<file path="config.mk">
export PLATFORM = sky130hd
export DESIGN_NAME = supply_guard
export DESIGN_NICKNAME = d
export VERILOG_FILES = /design/src/rtl/sg_pkg.sv /design/src/rtl/sg_sync.sv /design/src/rtl/sg_hold_timer.sv /design/src/rtl/supply_guard.sv
export SDC_FILE = /design/constraint.sdc
export NUM_CORES = 1
export LEC_CHECK = 0
export ABC_AREA = 1
export BUFFER_PORTS_ARGS = -buffer_cell sky130_fd_sc_hd__buf_2
export CORE_AREA = 2 2 50 52
export DETAILED_ROUTE_END_ITERATION = 12
export DIE_AREA = 0 0 52 54
export PLACE_DENSITY = 0.67
export SETUP_SLACK_MARGIN = 0.02
export SYNTH_ARGS = -nofsm -noshare
export SYNTH_HDL_FRONTEND = slang
export SYNTH_SLANG_ARGS = --single-unit
</file>
<file path="constraint.sdc">
create_clock -name clk -period 2 [get_ports clk]
set_clock_uncertainty 0.15 [all_clocks]
set_input_delay 0.4 -clock clk [delete_from_list [all_inputs] [get_ports clk]]
set_output_delay 0.4 -clock clk [all_outputs]
set_load 0.02 [all_outputs]
</file>
<file path="src/rtl/sg_pkg.sv">
package sg_pkg;

   // Supervisor phase, derived from the synchronized trip input and the two timers
   typedef enum logic [1:0] {
      SG_DOWN    = 2'd0,   // supply below trip level
      SG_RECOVER = 2'd1,   // supply valid, recovery count running
      SG_HOLD    = 2'd2,   // writes allowed, reset still held
      SG_RUN     = 2'd3    // normal operation
   } sg_phase_e;

   // Bit positions inside the synchronizer bundle
   localparam int unsigned SG_TRIP_BIT = 0;
   localparam int unsigned SG_SW_BIT   = 1;
   localparam int unsigned SG_NUM_CMP  = 2;

endpackage

</file>
<file path="src/rtl/sg_sync.sv">
module sg_sync #(
   parameter int unsigned WIDTH  = 2,
   parameter int unsigned STAGES = 2
) (
   input  logic             clk,
   input  logic             rst_n,
   input  logic [WIDTH-1:0] d_in,
   output logic [WIDTH-1:0] d_out
);

   generate
      if (WIDTH < 1) begin : g_bad_width
         $error("sg_sync: WIDTH must be at least 1");
      end

      if (STAGES == 0) begin : g_bypass
         assign d_out = d_in;
      end else begin : g_chain
         logic [WIDTH-1:0] stage_q [STAGES];

         always_ff @(posedge clk or negedge rst_n) begin
            if (!rst_n) begin
               stage_q[0] <= '0;
            end else begin
               stage_q[0] <= d_in;
            end
         end

         for (genvar s = 1; s < STAGES; s++) begin : g_stage
            always_ff @(posedge clk or negedge rst_n) begin
               if (!rst_n) begin
                  stage_q[s] <= '0;
               end else begin
                  stage_q[s] <= stage_q[s-1];
               end
            end
         end

         assign d_out = stage_q[STAGES-1];
      end
   endgenerate

endmodule

</file>
<file path="src/rtl/sg_hold_timer.sv">
module sg_hold_timer #(
   parameter int unsigned LIMIT = 125,
   localparam int unsigned CNT_W = $clog2(LIMIT + 1)
) (
   input  logic clk,
   input  logic rst_n,
   input  logic run,     // clear while low
   input  logic tick,
   output logic done
);

   localparam logic [CNT_W-1:0] LIM_V = CNT_W'(LIMIT);

   logic [CNT_W-1:0] cnt_q;

   generate
      if (LIMIT < 1) begin : g_bad_limit
         $error("sg_hold_timer: LIMIT must be at least 1");
      end
   endgenerate

   always_ff @(posedge clk or negedge rst_n) begin
      if (!rst_n) begin
         cnt_q <= '0;
      end else if (!run) begin
         cnt_q <= '0;
      end else if (tick && (cnt_q != LIM_V)) begin
         cnt_q <= cnt_q + 1'b1;
      end
   end

   assign done = (cnt_q == LIM_V);

endmodule

</file>
<file path="src/rtl/supply_guard.sv">
module supply_guard #(
   parameter int unsigned SYNC_STAGES = 2,
   parameter int unsigned REC_TICKS   = 125,
   parameter int unsigned RST_TICKS   = 200
) (
   input  logic clk,
   input  logic rst_n,
   input  logic tick,
   input  logic sup_trip_ok,
   input  logic sup_sw_ok,
   output logic rst_pull_low,
   output logic wr_protect,
   output logic bat_select,
   output logic pwr_good
);
   import sg_pkg::*;

   logic [SG_NUM_CMP-1:0] cmp_raw;
   logic [SG_NUM_CMP-1:0] cmp_s;
   logic                  trip_s;
   logic                  sw_s;
   logic                  rec_done;
   logic                  rst_done;
   sg_phase_e             phase;

   generate
      if (RST_TICKS <= REC_TICKS) begin : g_bad_order
         $error("supply_guard: RST_TICKS must exceed REC_TICKS");
      end
   endgenerate

   assign cmp_raw[SG_TRIP_BIT] = sup_trip_ok;
   assign cmp_raw[SG_SW_BIT]   = sup_sw_ok;

   sg_sync #(.WIDTH(SG_NUM_CMP), .STAGES(SYNC_STAGES)) u_sync (
      .clk   (clk),
      .rst_n (rst_n),
      .d_in  (cmp_raw),
      .d_out (cmp_s)
   );

   assign trip_s = cmp_s[SG_TRIP_BIT];
   assign sw_s   = cmp_s[SG_SW_BIT];

   sg_hold_timer #(.LIMIT(REC_TICKS)) u_rec_tmr (
      .clk   (clk),
      .rst_n (rst_n),
      .run   (trip_s),
      .tick  (tick),
      .done  (rec_done)
   );

   sg_hold_timer #(.LIMIT(RST_TICKS)) u_rst_tmr (
      .clk   (clk),
      .rst_n (rst_n),
      .run   (trip_s),
      .tick  (tick),
      .done  (rst_done)
   );

   always_comb begin
      if (!trip_s)        phase = SG_DOWN;
      else if (!rec_done) phase = SG_RECOVER;
      else if (!rst_done) phase = SG_HOLD;
      else                phase = SG_RUN;
   end

   assign wr_protect   = (phase == SG_DOWN) || (phase == SG_RECOVER);
   assign pwr_good     = !wr_protect;
   assign rst_pull_low = (phase != SG_RUN);
   assign bat_select   = !sw_s;

endmodule

</file>
==> results.toml <==
[status]
outcome = "finished, final reports clean"

[pwr]
netSwitchingPower_w = 0.0001670
leakage_nw = 0.5960
p_int_w = 0.0004984
p_comb_share_pct = 10.3
clkPwrFrac_pct = 28.6
power_w = 0.0006655
ir_drop_mv = 0.3509
powerDensity_nw_per_um2 = 535.1
p_seq_share_pct = 61.0
switching_share_pct = 25.10

[logic_synthesis]
synthCells = 138
ys_ff_latch = 19
synth_area_leader_cell = "dfrtp_1"
ys_warn_count = 0
ys_seq_area_share_pct = 43.53
syn_area_um2 = 1092
ys_types = 23
yosysTopAreaCellShare_pct = 43.53
synth_area_leaders = "dfrtp_1 44%, nand2_1 15%, nand3_1 7.3%"
synth_area_per_cell_um2 = 7.915
syn_nets = 147

[detailed_routing]
drt-total-wl_um = 2016
avgViaCountPerCell = 4.923
dr.first_iter.drc_count = 16
ant_nets = 0
dr.pass1.iters = 4
vias = 896
wire_per_inst_um = 11.08
drc_errors = 0

[floorplanning]
fp.coreArea_um2 = 2320
rows = 18
die_h_um = 54
fp.dieArea_um2 = 2808
start_util_pct = 47.09
die_x_um = 52
ios = 9

[critical_path]
cp.arrival_ns = 1.43
crit_type = "reg2out"
worst_setup_path_start_kind = "register"
crit_required_ns = 1.45
critPathCaptureType = "primary output"
cp_max_fo = 2

[sta]
max_clock_freq_mhz = 505.1
worst_slew_pin_slew_ns = 0.4482
fin_crit_sh_pct = 98.99
grt_setup_unrepaired = "true"
slew_headroom_pct = 70.12
whs_ns = 0.05744
worst_slack_ns = 0.02026
layout_min_cycle_time_ns = 1.980
finalHoldViolCount = 0
setup_violations = 0
maxSlewViolCount = 0

[min_path]
min_path_type = "in2reg"

[cells_and_area]
layout-drive-gt1-share_pct = 19.74
stdcell_count = 182
synthToLayoutAreaGrowth_pct = 13.86
fill_cells = 218
num_antenna_cells = 0
seqCellArea_um2 = 475.5
mostFrequentLayoutCell = "nand2_1"
multiInputGateArea_um2 = 561.8
layout_common_cells = "41 x nand2_1, 19 x dfrtp_1, 15 x nand3_1"
nets = 162

[global_routing]
track_usage_pct = 16.69
antenna_found_initial = 0
grt_pass1_vias = 793
overflow = 0
grt_pass1_wl_um = 3360
grt_max_degree = 20

[clocking]
clk_path_buf_depth = 2
cts_sinks = 19
cts_tree = "done"
root_buffer = "clkbuf_4"
htree_levels = 1
clock_latency_ns = 0.29
numCtsBuffers = 3
cts.clk_slew.worst_paths_ns = 0.11

[placed_design]
place_congestion = 0.8348
portBuffers = 8
place_ws_ns = 0.2360
hpwl_um = 1434
dpl.cell_count = 174

[run]
maxCapViolCount = 0
-- repair_timing --
action                                  CTS  global route
gates cloned                              0             0
endpoints found under the hold margin    19             0
pin swaps                                 1             1
buffers inserted                          3             0
hold buffers                              1             0
gates resized for setup                   0             8
endpoints found under the setup margin    2             3
-- power by group through the flow --
stage	clock network (W)	registers, W	logic [W]
global placement	0	0.000414	0.0000577
finish	0.000191	0.000406	0.0000688
global route	0.000218	0.000408	0.0000773
floorplan	0	0.000411	0.0000407
CTS	0.000204	0.000405	0.0000690
detailed placement	0	0.000415	0.0000604
-- synth_stat cells, drive strengths merged --
master,count
nand3,17
dfrtp,19
o21bai,2
ha,4
or2,1
buf,1
xor2,3
nand4,4
nor2,19
inv,14
clkinv,1
nand3b,2
o21ai,4
nor3,1
nand2,44
clkbuf,2
-- per-stage QoR --
step	area [um2]	TNS (ns)	util (%)
floorplan	1092	0	-
global placement	1161	0	50.05
detailed placement	1161	0	50.05
CTS	1220	-0.003934	52.59
global route	1244	-0.2111	53.61
finish	1244	0	53.61
-- sequential cells by signal, indices dropped and copies added (netlist names) --
signal and flops:
u_rec_tmr.cnt_q 7, u_rst_tmr.cnt_q 8, u_sync.d_out 2, u_sync.g_chain.stage_q 2
-- path summary, 6_finish.rpt --
kind,from,to,slack [ns],cells past startpoint
setup / recovery,u_rec_tmr.cnt_q[1],rst_pull_low,0.02,8
hold / removal,sup_sw_ok,u_sync.g_chain.stage_q[3],0.06,1
setup reg to reg,u_rst_tmr.cnt_q[0],u_rst_tmr.cnt_q[4],0.37,9
hold reg to reg,u_sync.g_chain.stage_q[3],u_sync.d_out[1],0.21,0
max in group asynchronous,rst_n,u_sync.g_chain.stage_q[3],0.97,2
min in group asynchronous,rst_n,u_rst_tmr.cnt_q[3],0.42,2
-- layer usage --
metal | track usage (%) | wire length [um]
met5 | 0 | 0
met4 | 9.211 | 37
met3 | 4.167 | 39
met2 | 29.32 | 1059
met1 | 18.47 | 880
-- cells by family after synthesis --
| family | share of synthesized area [%] |
|---|---|
| compound gates | 3.207 |
| fa+ha+maj | 4.582 |
| buf+inv | 6.643 |
| flops | 43.53 |
| xor+xnor | 2.406 |
| simple gates | 39.63 |
-- cell type report --
class / instances / share of cell area [%]
inverters: 15 / 4.527
well taps: 30 / 3.018
multi-input cells: 101 / 45.17
flip-flops and latches: 19 / 38.23
repair buffers: 13 / 6.942
clock buffers: 4 / 2.113
-- worst max-delay path, stage by stage (launching register included) --
cell	delay, ns
dfrtp_1	0.39
inv_1	0.06
ha_2	0.17
nand3_2	0.08
nor2_4	0.14
nand2_2	0.06
inv_2	0.07
nand2_2	0.05
buf_6	0.12
No activity file was read; power rests on OpenSTA's default activity.
